[src/rtl/uart_tx_idleq.sv]
module uart_tx_idleq #(
  parameter int OS = 16,
  parameter int DW = 9
) (
  input  logic          clk,
  input  logic          rst_n,
  input  logic          baud_tick,
  input  logic          tx_en,
  input  logic          par_en,
  input  logic          par_odd,
  input  logic          nine_bit,
  input  logic          loop_mode,
  input  logic          rx_src,
  input  logic          sw_dir,
  input  logic          int_buf_en,
  input  logic          int_done_en,
  input  logic          wr_stb,
  input  logic [DW-1:0] wr_data,
  input  logic          brk_req,
  output logic          ser_out,
  output logic          ser_oe,
  output logic          buf_empty,
  output logic          tx_done,
  output logic          irq_buf,
  output logic          irq_done
);
  localparam int FW = DW + 3;
  localparam int CW = $clog2(OS);
  localparam int BW = $clog2(FW + 1);
  localparam logic [BW-1:0] LEN_SHORT = BW'(DW + 1);
  localparam logic [BW-1:0] LEN_LONG  = BW'(DW + 2);

  logic [DW-1:0] buf_q;
  logic          empty_q, busy, own, en_d, idle_q, brk_q;
  logic [FW-1:0] sh;
  logic [BW-1:0] left;
  logic [CW-1:0] tcnt;

  logic [BW-1:0] flen;
  logic [DW-1:0] lowmask, dsel;
  logic [FW-1:0] frame;
  logic          par, pend;

  assign flen    = nine_bit ? LEN_LONG : LEN_SHORT;
  assign lowmask = nine_bit ? {1'b0, {(DW-1){1'b1}}} : {2'b00, {(DW-2){1'b1}}};
  assign par     = (^(buf_q & lowmask)) ^ par_odd;

  always_comb begin
    if (nine_bit)
      dsel = par_en ? {par, buf_q[DW-2:0]} : buf_q;
    else
      dsel = {1'b1, (par_en ? par : buf_q[DW-2]), buf_q[DW-3:0]};
  end

  assign frame = {{(FW-DW-1){1'b1}}, dsel, 1'b0};
  assign pend  = busy | idle_q | brk_q | ~empty_q;

  always_ff @(posedge clk or negedge rst_n) begin
    if (!rst_n) begin
      buf_q   <= '0;
      empty_q <= 1'b1;
      busy    <= 1'b0;
      own     <= 1'b0;
      en_d    <= 1'b0;
      idle_q  <= 1'b0;
      brk_q   <= 1'b0;
      sh      <= '1;
      left    <= '0;
      tcnt    <= '0;
    end else begin
      en_d <= tx_en;
      own  <= tx_en | (own & pend);
      if (tx_en && !en_d && busy) idle_q <= 1'b1;
      if (brk_req && tx_en) brk_q <= 1'b1;
      if (busy) begin
        if (baud_tick) begin
          if (tcnt == CW'(OS - 1)) begin
            tcnt <= '0;
            sh   <= {1'b1, sh[FW-1:1]};
            left <= left - BW'(1);
            if (left == BW'(1)) busy <= 1'b0;
          end else begin
            tcnt <= tcnt + CW'(1);
          end
        end
      end else if (own) begin
        if (idle_q) begin
          sh     <= '1;
          left   <= flen;
          busy   <= 1'b1;
          tcnt   <= '0;
          idle_q <= 1'b0;
        end else if (brk_q) begin
          sh    <= {FW{1'b1}} << flen;
          left  <= flen + BW'(1);
          busy  <= 1'b1;
          tcnt  <= '0;
          brk_q <= 1'b0;
        end else if (!empty_q) begin
          sh      <= frame;
          left    <= flen;
          busy    <= 1'b1;
          tcnt    <= '0;
          empty_q <= 1'b1;
        end
      end
      if (wr_stb) begin
        buf_q   <= wr_data;
        empty_q <= 1'b0;
      end
    end
  end

  assign ser_out   = busy ? sh[0] : 1'b1;
  assign ser_oe    = loop_mode ? (rx_src & sw_dir & own) : own;
  assign buf_empty = empty_q;
  assign tx_done   = ~pend;
  assign irq_buf   = int_buf_en & empty_q;
  assign irq_done  = int_done_en & ~pend;
endmodule


[config.mk]
export PLATFORM = sky130hd
export DESIGN_NAME = uart_tx_idleq
export DESIGN_NICKNAME = d
export VERILOG_FILES = /design/src/rtl/uart_tx_idleq.sv
export SDC_FILE = /design/constraint.sdc
export NUM_CORES = 1
export LEC_CHECK = 0
export ABC_CLOCK_PERIOD_IN_PS = 2050
export CORE_ASPECT_RATIO = 1.1
export CORE_MARGIN = 2
export CORE_UTILIZATION = 30
export DETAILED_ROUTE_END_ITERATION = 6
export RECOVER_POWER = 50
export SETUP_SLACK_MARGIN = 0.5
export SYNTH_ARGS = -nofsm -noshare
export SYNTH_HDL_FRONTEND = slang
export SYNTH_SLANG_ARGS = --single-unit
[constraint.sdc]
create_clock -name clk -period 2.05 [get_ports clk]
set_input_delay 0.41 -clock clk [delete_from_list [all_inputs] [get_ports clk]]
set_output_delay 0.41 -clock clk [all_outputs]
set_load 0.01 [all_outputs]
Word-level counts from Yosys, hierarchy flattened:

Cells that the tools add are included.

* add/sub/neg operators: 3
* equal/unequal tests: 8
* shifts and indexed selects: 1
* multiplexer cells: 50
* bitwise operators: 13
* reduce and logical (&&, ||, !) cells: 10

Operators by type and width (count)
* $mux W12: 7
* $mux W4: 14
* $mux W1: 26
* $mux W9: 2
* $shl A12 B4 Y12 const A: 1
* $and A9 B8 Y9: 1
* $reduce_xor A9 Y1: 1
* $add A4 B1 Y4 const B: 2
* $mux W8: 1
* $ne A2 B2 Y1 const B: 4
* $reduce_and A4 Y1: 2
* $and A1 B1 Y1: 5
* $eq A4 B1 Y1 const B: 1
* $eq A4 B4 Y1 const B: 1
* $ne A4 B1 Y1 const B: 1
* $or A1 B1 Y1: 4
* $reduce_bool A2 Y1: 2
* $sub A4 B1 Y4 const B: 1
* $logic_and A1 B1 Y1: 3
* $reduce_and A3 Y1: 1
* $ne A2 B1 Y1 const B: 1
* $not A1 Y1: 2
* $logic_not A1 Y1: 1
* $xor A1 B1 Y1: 1

* bits in registers: 35
* input port bits: 23
* output and inout bits: 6
* logic and storage cells: 95

Depth between registers and ports, before layout:

Gate-level depths: netlist of run 1.

* word-level depth: 11
* depth in mapped cells: 7
* depth with buffers taken out: 6

Worst setup path after synthesis of run 1:

Ideal clock, no wire load.

* path type: flip-flop to flip-flop
* from: register empty_q (netlist: buf_empty)
* to: register sh[8]
* setup time: 0.078 ns
* arrival: 1.702 ns
* required time: 1.972 ns
* slack: 0.270 ns
* cell stages (with the launch flop): 7
* clock period less this slack: 1.780 ns
* path through: dfstp_2 > or3b_1 > a22o_1 > buf_6 > mux2i_1 > a21boi_2 > a31o_1

* word-level cells in the longest chain between the ends: 2

RTL lines
* start, declared: line 34 `logic empty_q, busy, own, en_d, idle_q, brk_q;`
* start signal, assigned: line 61 `empty_q <= 1'b1;`
* start signal, assigned: line 104 `empty_q <= 1'b1;`
* start signal, assigned: line 109 `empty_q <= 1'b0;`
* $ne A4 B1 Y1 (no line)
* $reduce_and A4 Y1 (no line)
* end signal, assigned: line 79 `sh <= {1'b1, sh[FW-1:1]};`
* end signal, assigned: line 94 `sh <= {FW{1'b1}} << flen;`
* end signal, assigned: line 100 `sh <= frame;`
* end, declared: line 35 `logic [FW-1:0] sh;`

No other way between the ends.
A chain may end at the register's enable or synchronous reset.

Worst setup path after layout of run 1:

* from: register empty_q (netlist: buf_empty)
* to: register left[1]

* word-level cells in the longest chain between the ends: 2

RTL lines
* $ne A4 B1 Y1 (no line)
* $reduce_and A4 Y1 (no line)
* end signal, assigned: line 80 `left <= left - BW'(1);`
* end signal, assigned: line 89 `left <= flen;`
* end signal, assigned: line 95 `left <= flen + BW'(1);`
* end, declared: line 36 `logic [BW-1:0] left;`

No other way between the ends.

==> flow_summary_export.csv, run 1 <==
group,metric,value,unit
floorplanning,die_y,84.7,µm
sta,slew_headroom,43.4,%
final_layout,syn2layout_area_growth,38.0,%
detailed_routing,viasPerCell,4.63,
cts,h-tree-depth,2,
worst_hold_path,hold_class,"flop to flop",
global_routing,grt_max_degree,35,
final_layout,layout_common_cells,"a21oi_1 (23), dfrtp_1 (22), nand2_1 (18), clkdlybuf4s50_1 (18), buf_4 (15)",
final_layout,layout-drive-gt1-share,30.3,%
place,dp_hpwl,2730,µm
final_layout,num_antenna_cells,0,
detailed_routing,drt-total-wl,3900,µm
sta,setup_viol,0,
floorplanning,ios,29,
sta,finalCriticalPeriod,1.76,ns
global_routing,grt_pass1_wl,6730,µm
cts,cts_hold_buf,0,
sta,skew,0.00434,ns
sta,finalHoldViolCount,0,
place,io_buffers,28,
final_layout,nFillCells,602,
pwr,ir_worst_vdd,0.560,mV
cts,path_clk_slew,0.07,ns
cts,clkSinkCount,34,
sta,clock.fmax,0.569,GHz
sta,rsz0062_at_grt,"true",
worst_setup_path,critical_path_required,2.23,ns
synth,synthCells,181,
global_routing,grt_pass1_vias,1436,
cts,clk_latency,0.29,ns
final_layout,post-route-util,42.8,%
cts,clockRootBuffer,"clkbuf_8",
synth,synthesis.nets,208,
cts,clk_path_buf_depth,2,
floorplanning,die_w,77.4,µm
cts,cts_tree,"yes",
synth,synth.avg_cell_area,9.82,µm²
global_routing,track_usage,13.1,%
floorplanning,start_util,31.0,%
global_routing,antenna_found_initial,0,
detailed_routing,dr.pass1.iters,4,
worst_setup_path,crit_type,"flop to flop",
synth,synthArstFlopShare,100,%
synth,ys_types,41,
synth,ys_warn_count,0,
synth,synth_ff_type,"dfrtp_1",
place,gp_congestion,0.794,
place,placed_area,2200,µm²
cts,numCtsBuffers,5,
sta,post-route-period-util,85.7,%
detailed_routing,drt_iter0_markers,40,
worst_setup_path,startpoint_type,"flop",
global_routing,grt-ovfl-total,0,
synth,mappedNetlistArea,1780,µm²
floorplanning,rows,29,
synth,synth-seq-cells,34,
worst_setup_path,path_max_fanout,7,
sta,slew_violations,0,
detailed_routing,drc,0,
detailed_routing,postRouteAntennaNets,0,
pwr,p_leak,1.07,nW
synth,synth_edf_count,0,
final_layout,layout_commonest_cell,"a21oi_1",
floorplanning,die_area,6550,µm²
detailed_routing,wl_per_cell,12.6,µm
worst_setup_path,cp.arrival,1.93,ns
synth,yosysSeqAreaShare,48.7,%
pwr,powerDensity,927,nW/µm²
floorplanning,core_area,5730,µm²
job,cap_viol_max_count,0,
worst_setup_path,end_kind,"flop",
detailed_routing,vias,1427,
final_layout,nets,257,
run_status,status,"complete, no violations",
final_layout,design_area,2450,µm²
sta,tightest_slew,0.850,ns
## cell type report
cell class | instances | area [µm²] | share of cell area [%]
repair buffers | 49 | 459 | 18.7
clock inverters | 1 | 5.00 | 0.204
well taps | 77 | 96.3 | 3.93
flip-flops and latches | 34 | 866 | 35.3
multi-input cells | 129 | 897 | 36.6
clock buffers | 7 | 86.3 | 3.52
inverters | 11 | 41.3 | 1.68
## registers in the layout, summed over array words and instances (netlist names)
signal	count
buf_q	9
buf_empty	1
left	4
own	1
sh	11
busy	1
idle_q	1
brk_q	1
tcnt	4
en_d	1
## through the flow
step                      setup WS [ns]  std cells  setup TNS, ns  hold slack (ns)  power [mW]
after floorplan                   0.295        181              0            0.114        1.46
after global routing              0.234        308              0            0.495        2.45
final                             0.292        308              0            0.471        2.27
after global placement          -0.0796        289        -0.0796            0.458        1.62
after CTS                         0.255        302              0            0.474        2.20
after detailed placement         -0.103        289         -0.103            0.465        1.65
## routing by layer
layer | vias to the layer above | GRT usage, % | share of wire (%)
li1 | 724 | - | -
met1 | 678 | 17.1 | 47
met2 | 20 | 20.3 | 49
met3 | 5 | 3.01 | 2.2
met4 | 0 | 6.82 | 2.2
met5 | - | 0 | 0
## final timing paths
| path | start | endpoint | slack [ns] | cells after the start |
|---|---|---|---|---|
| hold / removal | sh[3] | sh[3] | 0.47 | 2 |
| min in group asynchronous | rst_n | own | 0.76 | 2 |
| setup reg to reg | buf_empty | left[1] | 0.29 | 6 |
| hold reg to reg | sh[3] | sh[3] | 0.47 | 2 |
| max in group asynchronous | rst_n | left[0] | 0.77 | 2 |
| setup / recovery | buf_empty | left[1] | 0.29 | 6 |
## cell families after synthesis
family	after synthesis	synth area share [%]
XOR/XNOR	10	5.70
flip-flops	34	48.7
multiplexers	13	8.03
AO/OA/AOI/OAI	52	17.5
buffers and inverters	19	4.72
AND/OR/NAND/NOR	49	12.5
adder cells (fa/ha/maj)	4	2.82
## Yosys cell counts, drive strengths merged (4+ instances only)
cell type,number,area [µm²]
a21oi,23,115
clkbuf,5,18.8
dfrtp,22,551
dfstp,12,315
ha,4,50.1
inv,10,37.5
mux2,10,113
nand2,22,90.1
nand3,4,20.0
nor2,13,48.8
o21ai,13,65.1
xnor2,7,61.3
## worst max-delay path: stages, from the launching register on
cell,delay (ns)
dfstp_2,0.55
or3b_4,0.39
a22o_4,0.27
buf_12,0.14
nand2_8,0.08
a221oi_1,0.06
a21o_1,0.16
## repair_timing
item / 4_1_cts / 5_1_grt
hold endpoints to repair: 0 / 0
resized for setup: 31 / 14
endpoints found under the setup margin: 24 / 22
cloned: 0 / 2
pin swaps: 4 / 2
buffers inserted: 5 / 4
## where the power goes
part           switching (mW)  total, mW  internal (mW)
Clock                   0.244      0.515          0.271
Combinational           0.352      0.754          0.402
Sequential              0.133       1.00          0.869
Note: power is estimated with default switching activity, not from simulation.
==> inputs of run 2 (changes only) <==
--- a/config.mk
+++ b/config.mk
@@ -7,7 +7,7 @@
 export LEC_CHECK = 0
 export ABC_CLOCK_PERIOD_IN_PS = 2050
 export CORE_ASPECT_RATIO = 1.1
-export CORE_MARGIN = 2
+export CORE_MARGIN = 3
 export CORE_UTILIZATION = 30
 export DETAILED_ROUTE_END_ITERATION = 6
 export RECOVER_POWER = 50
==> run 2 against run 1 <==
Compared with the run above: worst hold slack got worse by 0.0027 ns; first-iteration DRC count increased by 30%; count of clock-buffer cells in the layout shrank 1; sequential cell count stayed put; register-to-register slack barely moved; largest power group unchanged; highest routed layer unchanged.
==> flow_summary_export.csv, run 2 (same netlist as run 1, synthesis figures left out) <==
group,metric,value,unit
floorplanning,start_util,31.9,%
detailed_routing,drc,0,
global_routing,track_usage,12.2,%
job,cap_viol_max_count,0,
sta,holdWs,0.468,ns
final_layout,layout-drive-gt1-share,27.3,%
sta,setup-tns-final,0,ns
worst_hold_path,hold_class,"flop to flop",
worst_setup_path,critical-path-top-delay-family,"compound AO/OA/AOI/OAI gates",
final_layout,post-route-util,42.9,%
cts,cts_hold_buf,0,
sta,finalHoldViolCount,0,
sta,fin_ws,0.301,ns
cts,cts_tree,"yes",
final_layout,largest_reg_flops,11,
detailed_routing,dr.pass1.iters,4,
global_routing,grt_max_degree,35,
place,gp_congestion,0.771,
floorplanning,core_area,5570,µm²
final_layout,largest_register,"sh",
floorplanning,ios,29,
sta,tightest_slew,0.846,ns
floorplanning,die_w,79.4,µm
pwr,power.total,2.18,mW
sta,clock.fmax,0.572,GHz
cts,clk_path_buf_depth,2,
worst_setup_path,crit_chain,"or3b_4 > a22o_4 > mux2i_1 > a21boi_2 > a31o_1",
pwr,powerDensity,910,nW/µm²
final_layout,final_cells,302,
place,dpl_worst_slack,-0.105,ns
sta,setup_viol,0,
final_layout,reg_top3,"sh (11), buf_q (9)",
detailed_routing,wl_per_cell,12.4,µm
cts,path_clk_slew,0.07,ns
sta,rsz0062_at_grt,"true",
floorplanning,die_y,86.7,µm
sta,skew,0.00921,ns
final_layout,num_antenna_cells,0,
cts,clockRootBuffer,"clkbuf_8",
place,placed_area,2190,µm²
global_routing,grt-ovfl-total,0,
pwr,p_leak,1.04,nW
floorplanning,rows,28,
detailed_routing,viasPerCell,4.64,
worst_setup_path,crit_type,"flop to flop",
detailed_routing,vias,1402,
cts,clkSinkCount,34,
cts,clk_latency,0.29,ns
worst_setup_path,startpoint_type,"flop",
sta,post-route-period-util,85.3,%
cts,h-tree-depth,2,
sta,finalCriticalPeriod,1.75,ns
sta,slew_headroom,43.6,%
worst_setup_path,path_buf_inv,0,
global_routing,grt_pass1_vias,1427,
run_status,status,"complete, no violations",
place,placedCellCount,287,
global_routing,antenna_found_initial,0,
detailed_routing,drt_iter0_markers,52,
global_routing,grt_pass1_wl,6560,µm
place,io_buffers,28,
detailed_routing,postRouteAntennaNets,0,
detailed_routing,drt-total-wl,3750,µm
pwr,ir_worst_vdd,0.452,mV
final_layout,nets,253,
worst_setup_path,critical_path_required,2.27,ns
final_layout,design_area,2390,µm²
worst_setup_path,critPathMaxStageDelay,0.55,ns
cts,numCtsBuffers,5,
final_layout,layout_common_cells,"a21oi_1 (23), dfrtp_1 (22), nand2_1 (20)",
sta,slew_violations,0,
place,dp_hpwl,2660,µm
final_layout,layout_commonest_cell,"a21oi_1",
worst_setup_path,cp.arrival,1.97,ns
floorplanning,die_area,6880,µm²
worst_setup_path,slowest_stage,"dfstp_2",
final_layout,syn2layout_area_growth,34.5,%
worst_setup_path,end_kind,"flop",
worst_setup_path,path_max_fanout,8,
[run 2: cell count changes in the layout (fill, tap and decap cells not counted), moves of 2 or more]
| cell | previous run | this run |
|---|---|---|
| and2_1 | 2 | 0 |
| and2_4 | 0 | 2 |
| buf_2 | 4 | 2 |
| nand2_1 | 18 | 20 |
| nand2_4 | 2 | 0 |
| o21ai_1 | 7 | 9 |
| o21ai_2 | 3 | 0 |
[run 2: per-layer routing]
| layer | wire (µm) | global-route usage, % | vias up |
|---|---|---|---|
| met2 | 1770 | 19.0 | 23 |
| li1 | - | - | 720 |
| met5 | 0 | 0 | - |
| met3 | 101 | 2.49 | 6 |
| met1 | 1780 | 15.7 | 653 |
| met4 | 101 | 6.88 | 0 |
[run 2: report_power, final]
| group | leakage [nW] | total [mW] | internal, mW | switching, mW |
|---|---|---|---|---|
| combinational | 0.622 | 0.706 | 0.380 | 0.326 |
| sequential | 0.369 | 0.992 | 0.868 | 0.124 |
| clock | 0.0450 | 0.477 | 0.235 | 0.242 |
[run 2: path summary, 6_finish.rpt]
| path | from | to | slack, ns | cells after the start |
|---|---|---|---|---|
| min in group asynchronous | rst_n | buf_q[2] | 0.75 | 2 |
| worst min register to register | sh[0] | sh[0] | 0.47 | 2 |
| max in group asynchronous | rst_n | left[1] | 0.77 | 2 |
| worst max-delay path | buf_empty | sh[8] | 0.30 | 5 |
| worst max register to register | buf_empty | sh[8] | 0.30 | 5 |
| worst min-delay path | sh[0] | sh[0] | 0.47 | 2 |
[run 2: timing repair]
item / 4_1_cts / 5_1_grt
setup endpoints to repair: 23 / 20
pin swaps: 5 / 4
cloned: 0 / 1
buffers inserted: 4 / 2
gates resized for setup: 27 / 12
[run 2: tightest hold or removal path, cell delays in order, from the launching register on]
cell	delay (ns)
dfstp_2	0.37
nand2_1	0.05
o21ai_1	0.05
[run 2: cell type report]
type / count / area (µm²)
clock buffer: 6 / 72.6
clock inverter: 2 / 10.0
fill: 547 / 3180
inverter: 11 / 41.3
multi-input combinational: 128 / 870
sequential: 34 / 866
tap: 75 / 93.8
timing repair buffer: 46 / 437
==> inputs of run 3 (changes only) <==
--- a/config.mk
+++ b/config.mk
@@ -5,7 +5,8 @@
 export SDC_FILE = /design/constraint.sdc
 export NUM_CORES = 1
 export LEC_CHECK = 0
-export ABC_CLOCK_PERIOD_IN_PS = 2050
+export ABC_CLOCK_PERIOD_IN_PS = 2250
+export CAP_MARGIN = 0
 export CORE_ASPECT_RATIO = 1.1
 export CORE_MARGIN = 3
 export CORE_UTILIZATION = 30
==> constraint.sdc (replaced) <==
create_clock -name clk -period 2.25 [get_ports clk]
set_input_delay 0.45 -clock clk [delete_from_list [all_inputs] [get_ports clk]]
set_output_delay 0.45 -clock clk [all_outputs]
set_load 0.01 [all_outputs]
==> run 3 against run 2 <==
Compared with the run above: non-clock buffer count down 2; highest routed layer unchanged; sequential power down 8.5%; combinational power down 11%; cell count down 0.66%; clock skew up 0.0015 ns; critical path depth up 1; largest cell class is now flip-flops and latches; critical endpoint unchanged; wire length up 3.5%; first-iteration DRC count down 29%; maximum frequency down 4.2%; via count down 1.2%.
==> flow_summary_export.csv, run 3 (same netlist as run 1, synthesis figures left out) <==
group,metric,value,unit
sta,setup-tns-final,0,ns
cts,clk_latency,0.29,ns
final_layout,layout_common_cells,"a21oi_1 (23), nand2_1 (21), dfrtp_1 (21)",
floorplanning,die_w,79.4,µm
pwr,power_frac_comb,31.3,%
global_routing,grt-ovfl-total,0,
place,placed_area,2180,µm²
sta,fin_ws,0.423,ns
worst_setup_path,startpoint_type,"flop",
final_layout,multi_input_area,866,µm²
sta,post-route-period-util,81.2,%
final_layout,syn2layout_area_growth,33.5,%
cts,numCtsBuffers,5,
cts,clkSinkCount,34,
global_routing,antenna_found_initial,0,
worst_setup_path,cp.arrival,2.04,ns
place,gp_congestion,0.784,
cts,clockRootBuffer,"clkbuf_8",
run_status,status,"complete, no violations",
place,io_buffers,28,
pwr,swShare,31.9,%
sta,skew,0.0107,ns
floorplanning,ios,29,
detailed_routing,dr.pass1.iters,4,
floorplanning,die_area,6880,µm²
cts,cts_tree,"yes",
final_layout,largest_register,"sh",
cts,path_clk_slew,0.07,ns
final_layout,largest_reg_flops,11,
pwr,p_switching,640,µW
cts,clk_path_buf_depth,2,
pwr,p_leak,1.02,nW
pwr,power.total,2.01,mW
final_layout,nets,251,
final_layout,design_area,2370,µm²
worst_setup_path,end_kind,"flop",
job,cap_viol_max_count,0,
worst_setup_path,rr_worst_depth,6,
detailed_routing,drt-total-wl,3880,µm
sta,setup_viol,0,
global_routing,grt_pass1_wl,6680,µm
sta,tightest_slew,0.841,ns
worst_setup_path,critical_path_required,2.46,ns
detailed_routing,viasPerCell,4.62,
pwr,sequentialPowerShare,45.2,%
global_routing,track_usage,12.4,%
final_layout,register_area,867,µm²
pwr,p_int,1.37,mW
final_layout,nFillCells,535,
detailed_routing,postRouteAntennaNets,0,
sta,finalCriticalPeriod,1.83,ns
sta,rsz0062_at_grt,"true",
sta,clock.fmax,0.547,GHz
final_layout,layout_commonest_cell,"a21oi_1",
pwr,ir_worst_vdd,0.430,mV
final_layout,post-route-util,42.6,%
floorplanning,start_util,31.9,%
detailed_routing,vias,1385,
detailed_routing,drc,0,
cts,h-tree-depth,2,
final_layout,num_antenna_cells,0,
place,dp_hpwl,2720,µm
worst_hold_path,hold_class,"flop to flop",
detailed_routing,drt_iter0_markers,37,
floorplanning,die_y,86.7,µm
global_routing,grt_max_degree,35,
sta,slew_headroom,44.0,%
final_layout,reg_top3,"sh (11), buf_q (9)",
floorplanning,core_area,5570,µm²
worst_hold_path,min_path_cells,2,
pwr,powerDensity,847,nW/µm²
final_layout,layout-drive-gt1-share,26.2,%
place,dpl_worst_slack,0.0796,ns
floorplanning,rows,28,
detailed_routing,wl_per_cell,12.9,µm
pwr,power.share.clock,23.5,%
worst_setup_path,crit_type,"flop to flop",
sta,slew_violations,0,
sta,finalHoldViolCount,0,
worst_setup_path,r2r_slack,0.42,ns
global_routing,grt_pass1_vias,1414,
worst_setup_path,path_max_fanout,5,
-- run 3: changes by cell type in the layout (fill, tap and decap cells not counted), moves of 2 or more --
cell             delta
clkdlybuf4s50_1     +2
clkbuf_2            +2
dlygate4sd2_1       -2
and2_1              +2
o21ai_1             -7
o21ai_0             +6
buf_4               -5
and2_4              -2
-- run 3: power by group through the flow --
| stage | registers [mW] | logic, mW | clock network [mW] |
|---|---|---|---|
| floorplan | 0.883 | 0.430 | 0 |
| global placement | 0.916 | 0.555 | 0 |
| detailed placement | 0.923 | 0.566 | 0 |
| CTS | 0.909 | 0.611 | 0.489 |
| global route | 0.929 | 0.716 | 0.509 |
| finish | 0.908 | 0.628 | 0.472 |
-- run 3: stage by stage --
step | std cells | hold slack (ns)
after global routing | 300 | 0.507
final | 300 | 0.473
after CTS | 297 | 0.480
after detailed placement | 285 | 0.471
after global placement | 285 | 0.461
after floorplan | 181 | 0.154
-- run 3: layout make-up --
class / count / share of cell area [%]
Clock buffer: 6 / 3.48
Clock inverter: 2 / 0.528
Inverter: 11 / 1.74
Multi-Input combinational cell: 128 / 36.5
Sequential cell: 34 / 36.6
Tap cell: 75 / 3.96
Timing Repair Buffer: 44 / 17.2
-- run 3: timing repair --
action / CTS / global route
gates resized for setup: 22 / 18
gates cloned: 1 / 1
setup endpoints to repair: 16 / 21
pin swaps: 2 / 5
hold buffers: 0 / 0
buffers inserted: 3 / 2
-- run 3: critical path, cell delays in order (launching register included) --
cell and delay [ns]:
dfstp_2 0.57, or3b_4 0.40, a22o_4 0.23, buf_6 0.12, mux2i_1 0.11, a21boi_2 0.15
a31o_1 0.18
-- run 3: path summary, 6_finish.rpt --
kind                           start  endpoint
setup reg to reg           buf_empty     sh[8]
setup / recovery           buf_empty     sh[8]
hold / removal                 sh[2]     sh[2]
min in group asynchronous      rst_n  buf_q[7]
max in group asynchronous      rst_n    idle_q
hold reg to reg                sh[2]     sh[2]
-- run 3: layer usage --
layer / up-vias / track usage (%) / routed length [µm]
met2: 25 / 19.8 / 1850
met5: - / 0 / 0
met3: 6 / 2.81 / 100
met4: 0 / 5.16 / 78
met1: 640 / 16.3 / 1850
li1: 714 / - / -
